`config.mk`:
```
export PLATFORM = sky130hd
export DESIGN_NAME = uart_rx_path
export DESIGN_NICKNAME = d
export VERILOG_FILES = /design/src/rtl/rxp_pkg.sv /design/src/rtl/rxp_sampler.sv /design/src/rtl/rxp_fifo.sv /design/src/rtl/rxp_trigger.sv /design/src/rtl/uart_rx_path.sv
export SDC_FILE = /design/constraint.sdc
export NUM_CORES = 1
export LEC_CHECK = 0
export ABC_CLOCK_PERIOD_IN_PS = 3190
export BUFFER_PORTS_ARGS = -buffer_cell sky130_fd_sc_hd__buf_2
export CORE_UTILIZATION = 60
export DETAILED_ROUTE_END_ITERATION = 10
export GPL_TIMING_DRIVEN = 0
export PLACE_DENSITY = 0.86
export SYNTH_ARGS = -nofsm -noshare
export SYNTH_HDL_FRONTEND = slang
export SYNTH_SLANG_ARGS = --single-unit
```
`constraint.sdc`:
```
create_clock -name clk -period 3.19 [get_ports clk]
set_input_delay 0.319 -clock clk [delete_from_list [all_inputs] [get_ports clk]]
set_output_delay 0.319 -clock clk [all_outputs]
set_load 0.005 [all_outputs]
```
`src/rtl/rxp_pkg.sv`:
```
package rxp_pkg;

    typedef enum logic [2:0] {
        S_IDLE,
        S_START,
        S_DATA,
        S_PAR,
        S_STOP
    } rx_state_e;

    typedef struct packed {
        logic [7:0] data;
        logic       perr;
        logic       ferr;
    } rx_char_t;

    // fill level at which the trigger fires for each select code
    function automatic int unsigned trig_level(input logic [1:0] sel);
        case (sel)
            2'd0:    return 1;
            2'd1:    return 4;
            2'd2:    return 8;
            default: return 14;
        endcase
    endfunction

endpackage

```
`src/rtl/rxp_sampler.sv`:
```
module rxp_sampler
    import rxp_pkg::*;
#(
    parameter int OVS = 16
) (
    input  logic     clk,
    input  logic     rst_n,
    input  logic     tick,
    input  logic     rxd,
    input  logic [1:0] char_len,
    input  logic     par_en,
    input  logic     par_odd,
    output logic     push,
    output rx_char_t chr
);
    localparam int TW  = $clog2(OVS);
    localparam int MID = OVS / 2;

    typedef struct packed {
        rx_state_e      st;
        logic [TW-1:0]  tcnt;
        logic [2:0]     bidx;
        logic [7:0]     shf;
        logic           perr;
        logic           push;
        rx_char_t       chr;
    } smp_t;

    smp_t q, d;
    logic [2:0] last_idx;

    always_comb begin
        d        = q;
        d.push   = 1'b0;
        last_idx = 3'd4 + {1'b0, char_len};
        if (tick) begin
            case (q.st)
                S_IDLE: begin
                    if (!rxd) begin
                        d.st   = S_START;
                        d.tcnt = '0;
                        d.bidx = '0;
                        d.shf  = '0;
                        d.perr = 1'b0;
                    end
                end
                S_START: begin
                    if (q.tcnt == TW'(MID - 1)) begin
                        d.tcnt = '0;
                        d.st   = rxd ? S_IDLE : S_DATA;
                    end else begin
                        d.tcnt = q.tcnt + 1'b1;
                    end
                end
                S_DATA: begin
                    if (q.tcnt == TW'(OVS - 1)) begin
                        d.tcnt        = '0;
                        d.shf[q.bidx] = rxd;
                        if (q.bidx == last_idx) begin
                            d.st = par_en ? S_PAR : S_STOP;
                        end else begin
                            d.bidx = q.bidx + 1'b1;
                        end
                    end else begin
                        d.tcnt = q.tcnt + 1'b1;
                    end
                end
                S_PAR: begin
                    if (q.tcnt == TW'(OVS - 1)) begin
                        d.tcnt = '0;
                        d.perr = (^q.shf) ^ rxd ^ par_odd;
                        d.st   = S_STOP;
                    end else begin
                        d.tcnt = q.tcnt + 1'b1;
                    end
                end
                S_STOP: begin
                    if (q.tcnt == TW'(OVS - 1)) begin
                        d.tcnt     = '0;
                        d.push     = 1'b1;
                        d.chr.data = q.shf;
                        d.chr.perr = q.perr;
                        d.chr.ferr = ~rxd;
                        d.st       = S_IDLE;
                    end else begin
                        d.tcnt = q.tcnt + 1'b1;
                    end
                end
                default: d.st = S_IDLE;
            endcase
        end
    end

    always_ff @(posedge clk or negedge rst_n) begin
        if (!rst_n) begin
            q    <= '0;
            q.st <= S_IDLE;
        end else begin
            q <= d;
        end
    end

    assign push = q.push;
    assign chr  = q.chr;

    // a character is only handed on at the end of the stop bit
    a_r4_push_from_stop: assert property (@(posedge clk) disable iff (!rst_n)
        q.push |-> $past(q.st) == S_STOP)
        else $error("push issued outside stop state");

    // the start-bit wait never outlasts the midpoint
    a_r1_start_mid: assert property (@(posedge clk) disable iff (!rst_n)
        (q.st == S_START) |-> (q.tcnt < TW'(MID)))
        else $error("start qualification ran past mid-bit");

endmodule

```
`src/rtl/rxp_fifo.sv`:
```
module rxp_fifo
    import rxp_pkg::*;
#(
    parameter int DEPTH = 16
) (
    input  logic                      clk,
    input  logic                      rst_n,
    input  logic                      push,
    input  rx_char_t                  wr_chr,
    input  logic                      pop,
    output rx_char_t                  head,
    output logic [$clog2(DEPTH):0]    count,
    output logic                      overrun
);
    localparam int AW = $clog2(DEPTH);
    localparam int CW = AW + 1;

    typedef struct packed {
        rx_char_t [DEPTH-1:0] mem;
        logic [AW-1:0]        wp;
        logic [AW-1:0]        rp;
        logic [CW-1:0]        cnt;
        logic                 ovr;
    } fifo_t;

    fifo_t q, d;
    logic do_pop, do_push, full;

    always_comb begin
        d       = q;
        full    = (q.cnt == CW'(DEPTH));
        do_pop  = pop && (q.cnt != '0);
        do_push = push && (!full || do_pop);
        if (do_push) begin
            d.mem[q.wp] = wr_chr;
            d.wp        = (q.wp == AW'(DEPTH - 1)) ? '0 : q.wp + 1'b1;
        end
        if (do_pop) begin
            d.rp = (q.rp == AW'(DEPTH - 1)) ? '0 : q.rp + 1'b1;
        end
        if (push && !do_push) begin
            d.ovr = 1'b1;
        end
        d.cnt = q.cnt + CW'(do_push) - CW'(do_pop);
    end

    always_ff @(posedge clk or negedge rst_n) begin
        if (!rst_n) q <= '0;
        else        q <= d;
    end

    assign head    = q.mem[q.rp];
    assign count   = q.cnt;
    assign overrun = q.ovr;

    // occupancy never exceeds the depth
    a_r7_count_bound: assert property (@(posedge clk) disable iff (!rst_n)
        q.cnt <= CW'(DEPTH))
        else $error("fifo count above depth");

    // overflow flag is sticky
    a_r7_overrun_sticky: assert property (@(posedge clk) disable iff (!rst_n)
        q.ovr |=> q.ovr)
        else $error("overrun flag cleared without reset");

    // reading an empty fifo changes nothing
    a_r6_empty_pop: assert property (@(posedge clk) disable iff (!rst_n)
        (pop && !push && q.cnt == '0) |=> (q.cnt == '0 && $stable(q.rp)))
        else $error("empty read disturbed the fifo");

endmodule

```
`src/rtl/rxp_trigger.sv`:
```
module rxp_trigger
    import rxp_pkg::*;
#(
    parameter int DEPTH = 16
) (
    input  logic                   clk,
    input  logic                   rst_n,
    input  logic [$clog2(DEPTH):0] count,
    input  logic [1:0]             trig_sel,
    input  logic                   dma_mode,
    output logic                   data_ready,
    output logic                   rxrdy_n
);
    logic reached;

    always_comb begin
        reached    = (int'(count) >= int'(trig_level(trig_sel)));
        data_ready = reached;
        rxrdy_n    = dma_mode ? ~reached : (count == '0);
    end

    // single-transfer mode tracks any stored character
    a_r9_single_mode: assert property (@(posedge clk) disable iff (!rst_n)
        (!dma_mode && count != '0) |-> !rxrdy_n)
        else $error("single mode ready missing");

    // block mode holds off while empty
    a_r10_block_empty: assert property (@(posedge clk) disable iff (!rst_n)
        (dma_mode && count == '0) |-> rxrdy_n)
        else $error("block mode ready while empty");

    // a full fifo is always at or above every trigger level
    a_r8_full_ready: assert property (@(posedge clk) disable iff (!rst_n)
        (int'(count) == DEPTH) |-> data_ready)
        else $error("full fifo without data ready");

endmodule

```
`src/rtl/uart_rx_path.sv`:
```
module uart_rx_path
    import rxp_pkg::*;
#(
    parameter int OVS   = 16,
    parameter int DEPTH = 16
) (
    input  logic       clk,
    input  logic       rst_n,
    input  logic       baud_tick,
    input  logic       rxd,
    input  logic [1:0] char_len,
    input  logic       par_en,
    input  logic       par_odd,
    input  logic [1:0] trig_sel,
    input  logic       dma_mode,
    input  logic       rd_en,
    output logic [7:0] rd_data,
    output logic       rd_perr,
    output logic       rd_ferr,
    output logic       rd_valid,
    output logic       data_ready,
    output logic       rxrdy_n,
    output logic       overrun
);
    localparam int CW = $clog2(DEPTH) + 1;

    logic          push;
    rx_char_t      new_chr;
    rx_char_t      head;
    logic [CW-1:0] count;

    rxp_sampler #(.OVS(OVS)) u_sampler (
        .clk      (clk),
        .rst_n    (rst_n),
        .tick     (baud_tick),
        .rxd      (rxd),
        .char_len (char_len),
        .par_en   (par_en),
        .par_odd  (par_odd),
        .push     (push),
        .chr      (new_chr)
    );

    rxp_fifo #(.DEPTH(DEPTH)) u_fifo (
        .clk     (clk),
        .rst_n   (rst_n),
        .push    (push),
        .wr_chr  (new_chr),
        .pop     (rd_en),
        .head    (head),
        .count   (count),
        .overrun (overrun)
    );

    rxp_trigger #(.DEPTH(DEPTH)) u_trigger (
        .clk        (clk),
        .rst_n      (rst_n),
        .count      (count),
        .trig_sel   (trig_sel),
        .dma_mode   (dma_mode),
        .data_ready (data_ready),
        .rxrdy_n    (rxrdy_n)
    );

    assign rd_data  = head.data;
    assign rd_perr  = head.perr;
    assign rd_ferr  = head.ferr;
    assign rd_valid = (count != '0);

endmodule

```
# Yosys cells after proc, flatten, opt, wreduce, memory -nomap -nowiden
# Cells that the tools add are included.
# Widths: inputs -> output; s select.
dict set report totals {
  regBits 204
  input_bits 12
  wordCells 152
}
dict set report op_classes {
  add_sub_neg 7
  n_lt_le_gt_ge 6
  eq_ne 19
  muxes 32
  bitwise 4
  reduce_logical 23
}
# operator n
set ops {}
lappend ops {{$bwmux 160} 1}
lappend ops {{$mux 11} 4}
lappend ops {{$bmux 10 s4} 1}
lappend ops {{$demux 10 s4} 1}
lappend ops {{$pmux 4 s3} 2}
lappend ops {{$pmux 11 s2} 1}
lappend ops {{$mux 3} 7}
lappend ops {{$mux 10} 2}
lappend ops {{$mux 19} 1}
lappend ops {{$mux 4} 4}
lappend ops {{$pmux 3 s5} 1}
lappend ops {{$add 4x1->4 const B} 3}
lappend ops {{$eq 4x4->1 const B} 3}
lappend ops {{$lt 4x5->1 const B} 2}
lappend ops {{$ne 2x1->1 const B} 5}
lappend ops {{$bwmux 8} 1}
lappend ops {{$reduce_and 4->1} 2}
lappend ops {{$reduce_xor 8->1} 1}
lappend ops {{$reduce_and 7->1} 1}
lappend ops {{$eq 3x2->1 const B} 2}
lappend ops {{$reduce_and 3->1} 2}
lappend ops {{$add 5x1->5} 1}
lappend ops {{$eq 5x5->1 const B} 1}
lappend ops {{$ge 5x4->1} 1}
lappend ops {{30 further kinds} 41}

# Longest topological paths before layout
# Gate-level depths: netlist of run 1.
dict set report depth {
  depth_word 7
  depth_mapped 15
  depth_no_buf 14
}

# Cells and area by module
# Synthesis of run 1 repeated with hierarchy kept, for this count alone.
dict set report unflattened {
  cells_unflattened 729
  hier_area_um2 10221.1
}
# module instances cells_per_inst area_each_um2 seq_area_each_um2
set by_module_without_submodules {}
lappend by_module_without_submodules {rxp_fifo 1 543 8345.5 4354.2}
lappend by_module_without_submodules {rxp_sampler 1 167 1739.2 750.7}
lappend by_module_without_submodules {rxp_trigger 1 16 123.9 0.0}
lappend by_module_without_submodules {uart_rx_path 1 3 12.5 0.0}

# Worst setup path after synthesis of run 1
# OpenSTA, ideal clock, no wires.
dict set report synth_path {
  path_kind {reg-to-reg}
  start {reg u_fifo.q (netlist bit u_fifo.count[3])}
  end {reg u_fifo.q (netlist bit u_fifo.count[4])}
  setup_time_ns 0.125
  t_arrival_ns 2.606
  t_required_ns 3.065
  slack_ns 0.459
  stages_incl_launch_ff 16
  path_buffers 1
  synth_period_minus_slack_ns 2.731
  path_cell_list {dfrtp_1 -> inv_1 -> ha_1 -> or4b_4 -> and2_1 -> buf_2 -> ha_1 -> inv_1 -> ha_1 -> inv_1 -> fa_1 -> inv_1 -> a21oi_1 -> nor2_1 -> nor2_1 -> xnor2_1}
}
# element line
set synth_lines {}
lappend synth_lines {{from (decl)} rxp_fifo.sv:26} ;# fifo_t q, d;
lappend synth_lines {{from (signal assigned)} rxp_fifo.sv:48} ;# if (!rst_n) q <= '0;
lappend synth_lines {{from (signal assigned)} rxp_fifo.sv:49} ;# else q <= d;

# Final worst setup path of run 1
dict set report layout_path {
  start {reg u_fifo.q[7] (netlist name)}
  end {out rd_data[0]}
}
dict set report layout_between {
  elab_chain_cells 2
}
# element line
set layout_lines {}
lappend layout_lines {{$bmux 10 s4} rxp_fifo.sv:52} ;# assign head = q.mem[q.rp];
lappend layout_lines {{$mux 10 (not written as such)} rxp_fifo.sv:52}
lappend layout_lines {{to (decl)} uart_rx_path.sv:17} ;# output logic [7:0] rd_data,
# Every way passes these cells. The select of a mux whose other input is x is not followed.

==> run_results.csv, run 1 <==
group,metric,value,unit
setup_path,timing.critical_path.required,2870,ps
finish,finish.cell_count_without_fillers,1036,
sta,setup_violations,0,
setup_path,crit_chain,"clkbuf_1 -> and2_1 -> clkbuf_1 -> a221oi_1 -> o21ai_0 -> nand2_1 -> buf_2",
setup_path,critical_path.slowest_cell,"clkbuf_1",
logic_synthesis,synth.most_common_cell,"dfrtp_1",
setup_path,worst-r2r-cell-count,15,
finish,layout-area-overhead-vs-synth,11.2,%
setup_path,crit_buf_inv,3,
grt,grt_antenna_before_repair,0,
finish,fillers,1107,
logic_synthesis,post_synth_inst_count,756,
hold_path,min_path_cells,2,
sta,drv_slew,0,
grt,first_global_vias,6928,
placed_design,buffer_ports.inserted,25,
clocking,cts_num_sinks,204,
clocking,clock_tree_from_tritoncts,"built",
sta,finalHoldWorstSlack,170,ps
logic_synthesis,synth_top_flop_cell,"dfrtp_1",
drt,route.antenna.remaining_nets,0,
logic_synthesis,netlist_area,0.00987,mm^2
placed_design,place_ws,148,ps
logic_synthesis,synth.cells.most_frequent,"dfrtp_1, mux2_2, nand2_1",
finish,multiInputGateArea,0.00448,mm^2
setup_path,worst_setup_path_start_kind,"flip-flop",
drt,drt_pre_antenna_iters,7,
placed_design,placed_cells,998,
logic_synthesis,synth-warning-count,0,
setup_path,cp.arrival,2750,ps
status,status,"completed",
floorplanning,ios,26,
drt,drt_wl_total,23200,um
drt,routed_via_density,6.33,
setup_path,critical-path-max-stage-delay,500,ps
logic_synthesis,synth.ff_latch_count,204,
clocking,postCtsSetupRepairBufs,0,
clocking,worstSkewPairLatency,510,ps
hold_path,hold_class,"in -> reg",
drt,iter_0_drt_violations,537,
finish,layout-drive-gt1-share,0.344,
clocking,cts-root-buf,"clkbuf_16",
logic_synthesis,async_flop_share,1.00,
setup_path,setup.worst_path.end_class,"output pin",
sta,layout_setup_ws,120,ps
sta,hold_viol,0,
grt,grt_max_degree,130,
finish,postLayoutCoreUtil,0.687,
drt,vias,6553,
sta,layout_worst_path_cycle_share,0.962,
setup_path,path_common_cell,"clkbuf_1",
logic_synthesis,synth.avg_cell_area,13.1,um^2
grt,total_global_routing_overflow,0,
setup_path,path_depth,7,
sta,rsz0062_at_grt,"false",
sta,timing_worst_slew_pin_value,691,ps
placed_design,gp_congestion,0.865,
setup_path,crit_path_max_fanout,10,
logic_synthesis,post_synth_main_area_contributors,"dfrtp_1, mux2_2, mux4_2",
logic_synthesis,netlist.area_leader.share,0.517,
floorplanning,row_count,46,
sta,worst_clock_skew,23.5,ps
clocking,clock_path_buffers,3,
grt,global_route_usage_over_all_layers,0.291,
floorplanning,core,0.0160,mm^2
placed_design,place.detailed.hpwl,15600,um
flow_run,cap_violations,0,
logic_synthesis,ys_seq_area_frac,0.517,
clocking,htree_levels,1,
logic_synthesis,post-synth-top-area-cell,"dfrtp_1",
floorplanning,die-width,130,um
power_and_ir_drop,powerDensity,678,mW/mm^2
setup_path,worst_path_dominant_cell_family,"buffers and inverters",
sta,finalWorstPathRequiredPeriod,3070,ps
finish,antenna-diode-count,0,
clocking,numCtsBuffers,22,
drt,avgRoutedWirePerCell,22.4,um
logic_synthesis,number_of_synthesized_flops_with_an_enable_pin,0,
power_and_ir_drop,vdd_ir_drop_max,0.493,mV
sta,max_freq,0.326,GHz
power_and_ir_drop,leakage_component_of_the_power,5.39,nW
drt,drc,0,
finish,final_nets,837,
sta,max_slew_margin,0.539,
logic_synthesis,synth_fp_nets,786,
clocking,clk_pin_slew_worst_paths,60,ps
floorplanning,initial_utilization,0.617,
floorplanning,die_h,130,um
finish,area.sequential,0.00510,mm^2
logic_synthesis,synth.distinct_cells,54,
grt,grt_first_pass_wirelength,37100,um
setup_path,worst-setup-path-type,"reg -> out",
floorplanning,die-area,0.0170,mm^2
-- path summary, 6_finish.rpt --
check | endpoint | slack (ps) | start
max | rd_data[0] | 120 | u_fifo.q[7]
max reg2reg | u_fifo.count[4] | 170 | u_fifo.count[3]
min in group asynchronous | u_fifo.q[73] | 390 | rst_n
min | u_sampler.chr[0] | 170 | rxd
min reg2reg | u_fifo.overrun | 480 | u_fifo.overrun
max in group asynchronous | u_fifo.q[100] | 1770 | rst_n
-- where the power goes --
part / switching (mW) / internal (mW) / total [mW]
Combinational: 1.34 / 0.872 / 2.21
Sequential: 0.160 / 2.73 / 2.89
Clock: 0.992 / 1.36 / 2.35
-- metrics by stage --
| step | power, mW | TNS [ps] | area (um^2) |
|---|---|---|---|
| 3_3_place_gp | 4.96 | -260500 | 10300 |
| 4_1_cts | 7.43 | 0 | 11000 |
| 6_report | 7.45 | 0 | 11000 |
| 5_1_grt | 7.79 | 0 | 11000 |
| 2_1_floorplan | 4.41 | 0 | 9870 |
| 3_5_place_dp | 5.10 | 0 | 10300 |
-- flip-flops by register name, summed over array words and instances (netlist names) --
register        flops
u_fifo.q          168
u_sampler.q        19
u_sampler.chr      10
u_fifo.count        5
u_fifo.overrun      1
u_sampler.push      1
-- metal layers --
metal | part of all wire | vias to the layer above | global-route usage
met5 | 0 | - | 0
met3 | 0.052 | 65 | 0.0418
met2 | 0.52 | 232 | 0.511
met4 | 0.028 | 0 | 0.106
met1 | 0.40 | 3398 | 0.369
li1 | - | 2858 | -
-- layout make-up --
type,instances,share of cell area
plain buffers,43,0.0188
clock buffers,30,0.0566
clock inverters,7,0.00353
inverters,25,0.00854
multi-input cells,484,0.407
flip-flops and latches,204,0.465
well taps,216,0.0246
repair buffers,27,0.0157
-- cells in the final DEF (no fill, tap or decap), drive strengths merged, types with 2 or more instances in the layout --
cell,count
or4b,2
nand2b,4
mux2i,42
clkbuf,58
nand4b,2
a21oi,13
dfrtp,204
a31oi,3
and3,3
o31ai,4
a21o,6
a221oi,20
o21ai,37
nand4,2
mux4,20
nand3,20
a22oi,10
nand3b,2
a211o,2
mux2,164
ha,17
inv,23
and2,4
xnor2,17
clkinv,9
nand2,48
o22ai,2
nor2,20
buf,41
nor2b,2
a211oi,2
nor3,4
-- timing repair --
item,CTS,global route
endpoints found under the hold margin,75,0
endpoints found under the setup margin,0,3
hold buffers,1,0
gates resized for setup,0,5
-- cell families after synthesis --
| kind of cell | Yosys count | share of synthesized area |
|---|---|---|
| compound gates | 105 | 0.0715 |
| fa+ha+maj | 18 | 0.0236 |
| mux | 226 | 0.276 |
| simple gates | 117 | 0.0658 |
| xor+xnor | 18 | 0.0160 |
| flops | 204 | 0.517 |
| buf+inv | 68 | 0.0303 |
Power figures use the tool's default switching activity.
==> run 2, diff against run 1 <==
ABC_AREA = 1   (was default)
CORE_ASPECT_RATIO = 1.75   (was default)
RECOVER_POWER = 25   (was default)
==> run_results.csv, run 2 <==
group,metric,value,unit
grt,grt_max_degree,113,
sta,timing_worst_slew_pin_value,2330,ps
hold_path,worstHoldStart,"par_en",
status,failed_checks,"max-capacitance violations, max-slew violations",
clocking,cts_num_sinks,204,
power_and_ir_drop,clock_power_share,0.288,
floorplanning,die-width,98.8,um
drt,routed_via_density,6.15,
floorplanning,initial_utilization,0.617,
logic_synthesis,post-synth-top-area-cell,"dfrtp_1",
logic_synthesis,async_flop_share,1.00,
setup_path,timing.rr.end,"u_fifo.count[4]",
logic_synthesis,synth.ff_latch_count,204,
sta,rsz0062_at_grt,"false",
sta,layout_worst_path_cycle_share,0.961,
power_and_ir_drop,internal-power,4.97,mW
clocking,clock_tree_from_tritoncts,"built",
drt,drc,0,
drt,iter_0_drt_violations,896,
grt,grt_use_met1,0.390,
grt,met2_usage,0.593,
drt,route.antenna.remaining_nets,0,
logic_synthesis,post_synth_inst_count,1164,
setup_path,ff2ff_setup_slack,360,ps
sta,max_slew_margin,-0.554,
power_and_ir_drop,combPwrFrac,0.364,
grt,first_global_vias,8663,
grt,grt-busiest-layer,"met2",
setup_path,crit_path_max_fanout,10,
setup_path,crit_chain,"buf_4 -> clkbuf_1 -> o21ai_0 -> o211ai_1 -> nand4_1 -> nand2_1 -> buf_2",
finish,largest-register,"u_fifo.q",
clocking,worstSkewPairLatency,490,ps
clocking,clk_pin_slew_worst_paths,70,ps
sta,layout_setup_ws,125,ps
logic_synthesis,synth-warning-count,0,
hold_path,hold_class,"in -> reg",
setup_path,critical-path-max-stage-delay,540,ps
finish,most_common_cell_after_layout_fill_and_taps_aside,"nand2_1",
clocking,htree_levels,1,
clocking,cts_repair_resize_count,0,
power_and_ir_drop,leakage_component_of_the_power,4.99,nW
placed_design,place.detailed.hpwl,20100,um
placed_design,buffer_ports.inserted,25,
clocking,numCtsBuffers,20,
logic_synthesis,netlist_area,0.00984,mm^2
finish,antenna-diode-count,0,
grt,global_route_usage_over_all_layers,0.354,
setup_path,critical_path.slowest_cell,"o211ai_1",
sta,worst_clock_skew,8.73,ps
clocking,cts-root-buf,"clkbuf_16",
placed_design,gp_congestion,0.949,
floorplanning,row_count,61,
grt,grt_antenna_before_repair,0,
logic_synthesis,synth.most_common_cell,"nand2_1",
logic_synthesis,ys_seq_area_frac,0.519,
finish,postLayoutCoreUtil,0.682,
logic_synthesis,post_synth_main_area_contributors,"dfrtp_1, o21ai_0, nand2_1",
finish,layout-drive-gt1-share,0.0947,
power_and_ir_drop,vdd_ir_drop_max,0.529,mV
drt,vias,8703,
logic_synthesis,netlist.area_leader.share,0.519,
clocking,clock_path_buffers,3,
drt,drt_wl_total,29000,um
setup_path,timing.critical_path.from,"u_fifo.q[6]",
power_and_ir_drop,net-switching-power,3.15,mW
setup_path,worst-r2r-cell-count,14,
sta,max_freq,0.326,GHz
logic_synthesis,number_of_synthesized_flops_with_an_enable_pin,0,
floorplanning,core,0.0160,mm^2
floorplanning,die-area,0.0169,mm^2
logic_synthesis,synth.cells.most_frequent,"nand2_1, o21ai_0, dfrtp_1",
floorplanning,ios,26,
placed_design,placedInstanceArea,0.0102,mm^2
setup_path,timing.critical_path.required,2870,ps
power_and_ir_drop,powerDensity,747,mW/mm^2
logic_synthesis,synth.distinct_cells,40,
drt,avgRoutedWirePerCell,20.5,um
hold_path,min_path_cells,3,
finish,final_nets,1243,
setup_path,worst_setup_path_start_kind,"flip-flop",
grt,gr-usage-met3,0.0484,
placed_design,place_ws,388,ps
sta,finalWorstPathRequiredPeriod,3060,ps
placed_design,placed_cells,1379,
finish,layout-area-overhead-vs-synth,10.5,%
flow_run,cap_violations,1,
finish,layout_common_cells,"nand2_1, o21ai_0, dfrtp_1, nor2_1, inv_1",
grt,grt_first_pass_wirelength,45300,um
setup_path,worst-setup-path-type,"reg -> out",
sta,finalHoldWorstSlack,173,ps
setup_path,cp.arrival,2750,ps
finish,stdcell_area,0.0109,mm^2
floorplanning,die_h,171,um
setup_path,launch_instance_of_the_worst_register_to_register_path,"u_fifo.count[3]",
status,status,"complete, but fails checks",
logic_synthesis,synth_fp_nets,1194,
logic_synthesis,synth_top_flop_cell,"dfrtp_1",
hold_path,hold_path_end,"u_sampler.q[29]",
sta,drv_slew,93,
sta,setup_violations,0,
sta,hold_viol,0,
finish,finish.cell_count_without_fillers,1414,
finish,largest_reg_flops,168,
drt,drt_pre_antenna_iters,5,
power_and_ir_drop,share_seq_of_total_power,0.348,
logic_synthesis,synth.avg_cell_area,8.46,um^2
setup_path,setup.worst_path.end_class,"output pin",
power_and_ir_drop,swShare,0.388,
grt,total_global_routing_overflow,0,
-- run 2: cell types whose count changed after synthesis, moves of 23 or more --
| cell | delta |
|---|---|
| inv_1 | +31 |
| nand2_1 | +241 |
| nand3_1 | +23 |
| mux2_2 | -160 |
| nor2_1 | +74 |
| o21ai_0 | +211 |
| o21ai_1 | +25 |
| mux2i_1 | -42 |
| o211ai_1 | +30 |
-- run 2: critical path: cells and delay by family (launching register included) --
kind / cells / cell delay [ps]
AO/OA/AOI/OAI: 2 / 710
buffers and inverters: 3 / 730
flip-flops: 1 / 390
AND/OR/NAND/NOR: 2 / 420
-- run 2: final cells by class --
cell class / count / area [um^2]
plain buffers: 80 / 433
well taps: 189 / 236
repair buffers: 27 / 163
clock inverters: 4 / 45.0
clock buffers: 30 / 599
flip-flops and latches: 204 / 5100
multi-input cells: 819 / 4070
inverters: 61 / 231
fillers: 1278 / 5070
-- run 2: through the flow --
stage | TNS, ps | power, mW
6_report | 0 | 8.12
5_1_grt | 0 | 8.47
3_5_place_dp | 0 | 5.71
2_1_floorplan | 0 | 4.63
4_1_cts | 0 | 8.04
3_3_place_gp | -296410 | 5.65
-- run 2: power groups by stage --
stage / sequential, mW / combinational (mW) / clock, mW
floorplan: 2.84 / 1.79 / 0
global placement: 2.86 / 2.79 / 0
detailed placement: 2.87 / 2.85 / 0
CTS: 2.82 / 2.87 / 2.35
global route: 2.83 / 3.18 / 2.46
finish: 2.82 / 2.96 / 2.34
-- run 2: worst max-delay path by stage --
stage | slack [ps] | cells after the start | to
2_1_floorplan | 780 | 14 | u_fifo.count[4]
3_3_place_gp | -1480 | 1 | u_fifo.q[41]
3_5_place_dp | 390 | 14 | u_fifo.count[4]
4_1_cts | 280 | 7 | rd_data[5]
5_1_grt | 180 | 14 | u_fifo.count[4]
6_report | 130 | 7 | rd_data[5]
-- run 2: cell families (layout without fill, tap and decap cells) --
kind of cell	Yosys count	after routing	share of synthesized area
and+or+nand+nor	457	457	0.200
AOI/OAI and AO/OA	331	331	0.179
DFF	204	204	0.519
buffers and inverters	141	202	0.0676
adders and majority gates	18	18	0.0236
xor gates and xnor gates	13	13	0.0116
-- run 2: routing by layer --
layer  vias up  routed length, um
met4         0               2880
met3       149               1870
met5         -                  0
met2       412              14100
li1       3967                  -
met1      4175              10100
-- run 2: what timing repair did --
item,CTS,global route
hold buffers,1,0
endpoints found under the hold margin,92,0
setup buffers,0,0
==> run 3, diff against run 2 <==
--- a/config.mk
+++ b/config.mk
@@ -17,3 +17,4 @@
 export SYNTH_ARGS = -nofsm -noshare
 export SYNTH_HDL_FRONTEND = slang
+export SYNTH_HIERARCHICAL = 1
 export SYNTH_SLANG_ARGS = --single-unit
==> constraint.sdc (replaced) <==
create_clock -name clk -period 3.19 [get_ports clk]
set_input_delay 0.1595 -clock clk [delete_from_list [all_inputs] [get_ports clk]]
set_output_delay 0.1595 -clock clk [all_outputs]
set_load 0.005 [all_outputs]
==> run_results.csv, run 3 <==
group,metric,value,unit
logic_synthesis,ys_seq_area_frac,0.467,
finish,multiInputGateArea,0.00442,mm^2
clocking,postCtsSetupRepairBufs,0,
clocking,cts-root-buf,"clkbuf_16",
logic_synthesis,synth_top_flop_cell,"dfrtp_1",
floorplanning,initial_utilization,0.611,
power_and_ir_drop,combPwrFrac,0.358,
power_and_ir_drop,vdd_ir_drop_max,0.527,mV
clocking,numCtsBuffers,19,
logic_synthesis,synth.cells.most_frequent,"nand2_1, inv_1, dfrtp_1",
placed_design,gp_congestion,0.947,
logic_synthesis,number_of_synthesized_flops_with_an_enable_pin,0,
setup_path,worst_path_dominant_cell_family,"adder cells",
sta,setup_violations,0,
power_and_ir_drop,powerDensity,656,mW/mm^2
clocking,clk_pin_slew_worst_paths,60,ps
finish,antenna-diode-count,0,
logic_synthesis,async_flop_share,1.00,
drt,avgRoutedWirePerCell,15.6,um
logic_synthesis,post_synth_inst_count,1465,
floorplanning,core,0.0179,mm^2
drt,iter_0_drt_violations,646,
logic_synthesis,synth.avg_cell_area,7.46,um^2
power_and_ir_drop,swShare,0.374,
logic_synthesis,synth.distinct_cells,36,
drt,drt_wl_total,27500,um
logic_synthesis,synth.most_common_cell,"nand2_1",
sta,hold_viol,0,
power_and_ir_drop,share_seq_of_total_power,0.357,
clocking,htree_levels,1,
setup_path,crit_chain,"inv_1 -> ha_1 -> nand3_1 -> buf_6 -> nand2_2 -> ha_1 -> inv_1 -> ha_1 -> inv_1 -> fa_1 -> o21ai_0 -> xor2_1",
logic_synthesis,synth_fp_nets,1495,
power_and_ir_drop,internal-power,4.93,mW
grt,grt_first_pass_wirelength,45200,um
logic_synthesis,netlist.area_leader.share,0.467,
sta,worst_clock_skew,14.8,ps
floorplanning,die-area,0.0188,mm^2
finish,largest_reg_flops,168,
drt,vias,9458,
finish,postLayoutCoreUtil,0.670,
sta,finalHoldWorstSlack,40.3,ps
setup_path,cp.arrival,3190,ps
hold_path,hold_class,"in -> reg",
logic_synthesis,netlist_area,0.0109,mm^2
setup_path,worst-setup-path-type,"reg -> reg",
floorplanning,ios,26,
setup_path,critical_path.slowest_cell,"dfrtp_1",
drt,routed_via_density,5.38,
finish,layout_common_cells,"nand2_1, inv_1, dfrtp_1, nand3_1, o21ai_0",
setup_path,timing.critical_path.required,3610,ps
status,failed_checks,"max-capacitance violations, max-slew violations",
drt,drc,0,
sta,max_freq,0.361,GHz
drt,route.antenna.remaining_nets,0,
setup_path,worst_setup_path_start_kind,"flip-flop",
power_and_ir_drop,clock_power_share,0.286,
drt,drt_pre_antenna_iters,7,
grt,total_global_routing_overflow,0,
finish,largest-register,"u_fifo/q",
setup_path,crit_path_max_fanout,10,
sta,rsz0062_at_grt,"false",
clocking,clock_tree_from_tritoncts,"built",
floorplanning,die-width,104,um
sta,layout_worst_path_cycle_share,0.869,
placed_design,buffer_ports.inserted,25,
setup_path,crit_buf_inv,4,
grt,grt_max_degree,116,
clocking,clock_path_buffers,3,
power_and_ir_drop,leakage_component_of_the_power,5.88,nW
floorplanning,row_count,65,
grt,grt_antenna_before_repair,0,
finish,layout-drive-gt1-share,0.108,
logic_synthesis,post-synth-top-area-cell,"dfrtp_1",
clocking,worstSkewPairLatency,490,ps
sta,max_slew_margin,-0.509,
logic_synthesis,synth-warning-count,6,
setup_path,critical-path-max-stage-delay,400,ps
sta,timing_worst_slew_pin_value,2260,ps
finish,fillers,1560,
grt,first_global_vias,9334,
power_and_ir_drop,post-layout-total-power,7.87,mW
clocking,cts_num_sinks,204,
grt,global_route_usage_over_all_layers,0.304,
finish,area.sequential,0.00510,mm^2
setup_path,setup.worst_path.end_class,"flip-flop",
power_and_ir_drop,net-switching-power,2.94,mW
finish,most_common_cell_after_layout_fill_and_taps_aside,"nand2_1",
floorplanning,die_h,181,um
logic_synthesis,post_synth_main_area_contributors,"dfrtp_1, nand2_1, inv_1",
sta,finalWorstPathRequiredPeriod,2770,ps
placed_design,place.detailed.hpwl,19900,um
status,status,"complete, but fails checks",
finish,layout-area-overhead-vs-synth,9.65,%
flow_run,cap_violations,1,
sta,drv_slew,90,
logic_synthesis,synth.ff_latch_count,204,
finish,final_nets,1544,
==> run 3: repair_timing <==
| item | CTS | global route |
|---|---|---|
| endpoints found under the hold margin | 90 | 0 |
| hold buffers | 2 | 0 |
| resized for setup | 0 | 0 |
==> run 3: final cells by class <==
cell class | count | area share
sequential | 204 | 0.426
multi-input combinational | 949 | 0.369
inverter | 218 | 0.0691
buffer | 94 | 0.0472
clock buffer | 23 | 0.0426
tap | 234 | 0.0244
timing repair buffer | 28 | 0.0144
clock inverter | 8 | 0.00783
==> run 3: per-layer routing <==
metal	vias to the layer above	part of all wire	wire length (um)	GRT usage
met5	-	0	0	0
met4	0	0.080	2200	0.224
met3	121	0.047	1290	0.0383
met2	328	0.51	14100	0.548
met1	4413	0.36	9930	0.321
li1	4596	-	-	-
==> run 3: path summary, 6_finish.rpt <==
kind,startpoint,to,slack [ps],cells after the start
setup / recovery,u_fifo/count[3],u_fifo/count[4],420,12
hold / removal,par_en,u_sampler/q[29],40,4
setup reg to reg,u_fifo/count[3],u_fifo/count[4],420,12
hold reg to reg,u_sampler/q[11],u_sampler/chr[1],480,2
max in group asynchronous,rst_n,u_fifo/overrun,910,3
min in group asynchronous,rst_n,u_fifo/q[37],850,2
==> run 3: kinds of logic (layout without fill, tap and decap cells) <==
family,Yosys count,in the layout,synth area share
DFF,204,204,0.467
adders and majority gates,18,18,0.0213
and+or+nand+nor,722,722,0.282
AOI/OAI and AO/OA,197,197,0.0926
xor gates and xnor gates,12,12,0.00962
buffers and inverters,312,371,0.128
==> run 3: through the flow <==
step	std cells	instance area [um^2]	TNS [ps]	setup WS (ps)
floorplan	1465	10900	0	880
global placement	1724	11300	-269520	-1340
detailed placement	1725	11400	0	480
CTS	1758	12000	0	430
global route	1758	12000	0	201
finish	1758	12000	0	419
==> run 3: tightest hold or removal path: cells and delay by family <==
family          cells  cell delay, ps
compound gates      2             210
buf+inv             2             110
==> run 3: power by group through the flow <==
stage	logic, mW	clock network [mW]	registers, mW
finish	2.81	2.25	2.80
global route	3.10	2.36	2.82
CTS	2.80	2.28	2.81
detailed placement	2.77	0	2.85
global placement	2.70	0	2.85
floorplan	1.95	0	2.83
